## config.mk

```make
export PLATFORM = sky130hd
export DESIGN_NAME = irq_aggregator
export DESIGN_NICKNAME = d
export VERILOG_FILES = /design/src/rtl/irqagg_pkg.sv /design/src/rtl/irqagg_ctrl.sv /design/src/rtl/irqagg_datapath.sv /design/src/rtl/irq_aggregator.sv
export SDC_FILE = /design/constraint.sdc
export NUM_CORES = 1
export LEC_CHECK = 0
export ABC_AREA = 0
export BUFFER_PORTS_ARGS = -buffer_cell sky130_fd_sc_hd__buf_2
export CORE_MARGIN = 4
export CORE_UTILIZATION = 59
export CTS_BUF_LIST = sky130_fd_sc_hd__clkbuf_2
export DETAILED_ROUTE_END_ITERATION = 8
export PLACE_DENSITY = 0.87
export SKIP_LAST_GASP = 1
export SLEW_MARGIN = 20
export SYNTH_ARGS = -nofsm -noshare
export SYNTH_HDL_FRONTEND = slang
export SYNTH_SLANG_ARGS = --single-unit
```

## constraint.sdc

```tcl
create_clock -name clk -period 8.5 [get_ports clk]
set_input_delay 2.55 -clock clk [delete_from_list [all_inputs] [get_ports clk]]
set_output_delay 2.55 -clock clk [all_outputs]
set_load 0.02 [all_outputs]
```

## src/rtl/irqagg_pkg.sv

```systemverilog
package irqagg_pkg;
  typedef struct packed {
    logic ackWr;
    logic maskSetWr;
    logic maskClrWr;
  } ctrlStrobe_t;

  typedef enum logic [1:0] {
    RD_ZERO   = 2'd0,
    RD_STATUS = 2'd1,
    RD_MASK   = 2'd2
  } rdSel_t;
endpackage

```

## src/rtl/irqagg_ctrl.sv

```systemverilog
module irqagg_ctrl
  import irqagg_pkg::*;
#(
  parameter int ADDR_W  = 8,
  parameter bit LATCHED = 1'b1
) (
  input  logic              clk,
  input  logic              rstN,
  input  logic [ADDR_W-1:0] busAddr,
  input  logic              busWe,
  output ctrlStrobe_t       strobe,
  output rdSel_t            rdSel
);
  localparam logic [ADDR_W-1:0] OFF_STATUS = ADDR_W'(0);
  localparam logic [ADDR_W-1:0] OFF_ACK    = ADDR_W'(8);
  localparam logic [ADDR_W-1:0] OFF_MASK   = LATCHED ? ADDR_W'(12) : ADDR_W'(4);
  localparam logic [ADDR_W-1:0] OFF_SET    = LATCHED ? ADDR_W'(16) : ADDR_W'(8);
  localparam logic [ADDR_W-1:0] OFF_CLR    = LATCHED ? ADDR_W'(20) : ADDR_W'(12);

  always_comb begin
    strobe = '0;
    rdSel  = RD_ZERO;
    if (busAddr == OFF_STATUS) rdSel = RD_STATUS;
    if (busAddr == OFF_MASK)   rdSel = RD_MASK;
    if (busWe) begin
      strobe.maskSetWr = (busAddr == OFF_SET);
      strobe.maskClrWr = (busAddr == OFF_CLR);
      strobe.ackWr     = LATCHED && (busAddr == OFF_ACK);
    end
  end


  strobe_onehot_chk: assert property (@(posedge clk) disable iff (!rstN)
    $onehot0({strobe.ackWr, strobe.maskSetWr, strobe.maskClrWr}));
endmodule

```

## src/rtl/irqagg_datapath.sv

```systemverilog
module irqagg_datapath
  import irqagg_pkg::*;
#(
  parameter int NUM_SRC = 32,
  parameter bit LATCHED = 1'b1
) (
  input  logic               clk,
  input  logic               rstN,
  input  logic [NUM_SRC-1:0] srcIrq,
  input  ctrlStrobe_t        strobe,
  input  rdSel_t             rdSel,
  input  logic [NUM_SRC-1:0] busWdata,
  output logic [NUM_SRC-1:0] busRdata,
  output logic               parentIrq
);
  logic [NUM_SRC-1:0] status;
  logic [NUM_SRC-1:0] maskQ;
  logic               parentQ;

  if (LATCHED) begin : g_latched
    logic [NUM_SRC-1:0] srcPrev;
    logic [NUM_SRC-1:0] statusQ;
    logic [NUM_SRC-1:0] riseEdge;
    logic [NUM_SRC-1:0] ackBits;

    assign riseEdge = srcIrq & ~srcPrev;
    assign ackBits  = strobe.ackWr ? busWdata : '0;

    always_ff @(posedge clk) begin
      if (!rstN) begin
        srcPrev <= '0;
        statusQ <= '0;
      end else begin
        srcPrev <= srcIrq;
        // a fresh edge outranks an acknowledge of the same bit
        statusQ <= (statusQ & ~ackBits) | riseEdge;
      end
    end
    assign status = statusQ;


    sticky_status_chk: assert property (@(posedge clk) disable iff (!rstN)
      !strobe.ackWr |=> (($past(statusQ) & ~statusQ) == '0));
  end else begin : g_level
    assign status = srcIrq;
  end

  always_ff @(posedge clk) begin
    if (!rstN) begin
      maskQ   <= '1;
      parentQ <= 1'b0;
    end else begin
      if (strobe.maskSetWr)      maskQ <= maskQ | busWdata;
      else if (strobe.maskClrWr) maskQ <= maskQ & ~busWdata;
      parentQ <= |(status & ~maskQ);
    end
  end

  assign parentIrq = parentQ;

  always_comb begin
    unique case (rdSel)
      RD_STATUS: busRdata = status;
      RD_MASK:   busRdata = maskQ;
      default:   busRdata = '0;
    endcase
  end


  mask_set_chk: assert property (@(posedge clk) disable iff (!rstN)
    strobe.maskSetWr |=> ((maskQ & $past(busWdata)) == $past(busWdata)));

  mask_clr_chk: assert property (@(posedge clk) disable iff (!rstN)
    strobe.maskClrWr |=> ((maskQ & $past(busWdata)) == '0));

  mask_hold_chk: assert property (@(posedge clk) disable iff (!rstN)
    !(strobe.maskSetWr || strobe.maskClrWr) |=> $stable(maskQ));

  parent_masked_chk: assert property (@(posedge clk) disable iff (!rstN)
    ((maskQ == '1) && ($past(maskQ) == '1)) |-> !parentIrq);
endmodule

```

## src/rtl/irq_aggregator.sv

```systemverilog
module irq_aggregator
  import irqagg_pkg::*;
#(
  parameter int NUM_SRC = 32,
  parameter int ADDR_W  = 8,
  parameter bit LATCHED = 1'b1
) (
  input  logic               clk,
  input  logic               rstN,
  input  logic [NUM_SRC-1:0] srcIrq,
  input  logic [ADDR_W-1:0]  busAddr,
  input  logic               busWe,
  input  logic [NUM_SRC-1:0] busWdata,
  output logic [NUM_SRC-1:0] busRdata,
  output logic               parentIrq
);
  ctrlStrobe_t strobe;
  rdSel_t      rdSel;

  irqagg_ctrl #(.ADDR_W(ADDR_W), .LATCHED(LATCHED)) u_ctrl (
    .clk(clk), .rstN(rstN), .busAddr(busAddr), .busWe(busWe),
    .strobe(strobe), .rdSel(rdSel)
  );

  irqagg_datapath #(.NUM_SRC(NUM_SRC), .LATCHED(LATCHED)) u_dp (
    .clk(clk), .rstN(rstN), .srcIrq(srcIrq), .strobe(strobe), .rdSel(rdSel),
    .busWdata(busWdata), .busRdata(busRdata), .parentIrq(parentIrq)
  );
endmodule

```

==> qor.yml <==
routing:
  drcViolationCount: 0
  highest_layer: "met4"
  drtAntennaViolNets: 0
  routed-wl-met3_um: 907
  wl_met2_mm: 5.022
  vias: 3738
  wl_mm: 10.95
  via_per_inst: 5.822
  initialDrtViolationCount: 386
  wl_per_cell_um: 17.06
  drt-pass1-iter-count: 5
  met1_length_mm: 4.806
yosys:
  yosys_warnings: 0
  yosysSeqAreaShare_pct: 46.73
  syn-instance-count: 451
  synth.distinct_cells: 25
  syn_nets: 526
  postSynthAreaPerCell_um2: 9.213
  ys_seq_elements: 97
  synth_area_leaders: "dfxtp_1 (47%), a22o_1 (6.7%), o21a_1 (5.8%), nor2b_1 (5.0%), a31oi_1 (4.8%)"
  yosys.area.top_type_share_pct: 46.73
  synth_area_mm2: 0.004155
  synth_top_area_cell: "dfxtp_1"
critical_path:
  critPathMaxFanout: 18
  start_kind: "input port"
  cpPeakStageDelay_ps: 570
  crit_path_frequent_cell: "buf_2"
  crit_chain: "buf_2 > or4b_1 > nor3_4 > buf_4 > a22o_1 > buf_2"
  worstSetupEndpointType: "primary output"
  r2r_cells: 3
  r2r-end: "u_dp.parentIrq"
  required_ps: 5950
  crit_type: "input port to primary output"
  r2r_slack_ps: 7250
  cp.arrival_ps: 4540
  slowest_stage: "or4b_1"
pwr:
  pwr-share-seq_pct: 59.9
  powerDensity_mw_per_mm2: 168.0
  intPower_mw: 0.6091
  ir_drop_uv: 97.72
  switching_share_pct: 24.70
  switching_power_mw: 0.1998
  pwr-share-comb_pct: 9.8
  clockPowerShare_pct: 30.2
  p_leak_nw: 2.228
sta:
  fin_skew_ps: 29.51
  worst_pin_slew_ps: 833.1
  layout_setup_ws_ps: 1414
  rsz0062_at_grt: "no"
  slew_headroom_pct: 44.46
  drv_slew: 0
  setup_viol: 0
  setup_tns_ps: 0
  post-route-min-period_ps: 7086
  finalHoldViolCount: 0
  fmax_mhz: 141.1
  fin_crit_sh_pct: 83.36
layout:
  finalInstanceArea_mm2: 0.004815
  post-route-util_pct: 70.48
  nets: 616
  antenna_cells: 0
  fillers: 559
  area_delta_synth_final_pct: 15.87
  drive_above_1_share_pct: 28.39
global_route:
  grt_pass1_wl_mm: 17.22
  grt_pass1_vias: 3636
  gr-total-overflow: 0
  grt_max_degree: 98
  antenna_found_initial: 0
  grt.total_usage_pct: 25.59
die:
  die_w_um: 91.92
  die_area_mm2: 0.008449
  die_h_um: 91.92
  core_mm2: 0.006832
  io_pins: 108
  start_util_pct: 60.82
  row_count: 30
place:
  gp_congestion: 0.8119
  portBuffers: 107
  preCtsSetupSlack_ps: 1432
  hpwl_mm: 7.453
  dpl_cell_area_mm2: 0.004682
hold_path:
  hold_path.startpoint: "u_dp.g_latched.srcPrev[9]"
  min_path_cells: 2
  hold_end: "u_dp.g_latched.statusQ[9]"
  min_path_type: "register to register"
outcome:
  status: "completed"
clock_tree:
  cts_sinks: 97
  cts_tree: "yes"
  post_cts_resized: 0
  clk_pin_slew_ps: 270
  htree_levels: 3
  post_cts_buffers: 0
  clockBufferDepth: 2
  cts-buffers-inserted: 9
  postCtsHoldBufs: 0
  clk_latency_ps: 550
  root_buffer: "clkbuf_2"
run:
  drv_cap: 0
==> cell usage after synthesis (all sizes together) <==
| master | count |
|---|---|
| dfxtp | 97 |
| inv | 34 |
| nor2b | 33 |
| a21oi | 32 |
| a22o | 32 |
| a31oi | 32 |
| and2 | 32 |
| and3 | 32 |
| o21a | 32 |
| o21ai | 32 |
| clkbuf | 17 |
| buf | 16 |
| o22ai | 16 |
| nor4 | 5 |
| nor3 | 2 |
| a41oi | 1 |
| and4bb | 1 |
| nand3b | 1 |
| nor2 | 1 |
| or3 | 1 |
| or4 | 1 |
| or4b | 1 |
==> critical path: cells and delay by family <==
| kind | cells | cell delay [ps] |
|---|---|---|
| simple gates | 2 | 1110 |
| buf+inv | 3 | 670 |
| compound gates | 1 | 190 |
==> final cells by class <==
class,instances,area (um^2),share of cell area (%)
clock buffers,10,50.05,1.040
clock inverters,6,82.58,1.715
inverters,34,127.6,2.651
multi-input cells,287,1919,39.86
flip-flops and latches,97,1942,40.33
well taps,96,120.1,2.495
repair buffers,112,573.1,11.90
==> power groups by stage <==
stage               Clock (mW)  Sequential [mW]  Combinational (mW)
floorplan                    0            0.491              0.0452
global placement             0            0.493              0.0761
detailed placement           0            0.494              0.0787
CTS                      0.247            0.485              0.0792
global route             0.270            0.487              0.0882
finish                   0.244            0.485              0.0796
==> layer usage <==
metal | track usage [%] | vias up
met5 | 0 | -
met4 | 9.158 | 0
met3 | 5.989 | 24
met2 | 39.17 | 163
met1 | 35.38 | 1760
li1 | - | 1791
==> metrics by stage <==
step	total power [mW]	cells	hold slack (ps)
3_5_place_dp	0.5722	626	528.0
3_3_place_gp	0.5688	626	517.6
4_1_cts	0.8107	642	563.4
5_1_grt	0.8452	642	562.4
6_report	0.8089	642	547.1
2_1_floorplan	0.5360	451	503.4
==> how the worst max path moves through the flow <==
stage | from | to
floorplan | busAddr[6] | busRdata[0]
global placement | busAddr[4] | busRdata[15]
detailed placement | busAddr[4] | busRdata[11]
CTS | busAddr[4] | busRdata[11]
global route | busAddr[2] | busRdata[11]
finish | busAddr[4] | busRdata[11]
==> cell usage in the layout (no fill, tap or decap), drive strengths merged, types with 5 or more instances in the layout <==
cell and instances:
nor2b 33, o22ai 16, dfxtp 97, nor4 5, and2 32, clkbuf 10, a22o 32, buf 112
a21oi 32, o21ai 32, and3 32, inv 34, o21a 32, a31oi 32
==> cell families after synthesis <==
kind of cell | count (synthesis) | share of synthesized area [%]
AO/OA/AOI/OAI | 177 | 27.67
buffers and inverters | 67 | 7.437
flip-flops | 97 | 46.73
AND/OR/NAND/NOR | 110 | 18.16
Power figures use the tool's default switching activity.
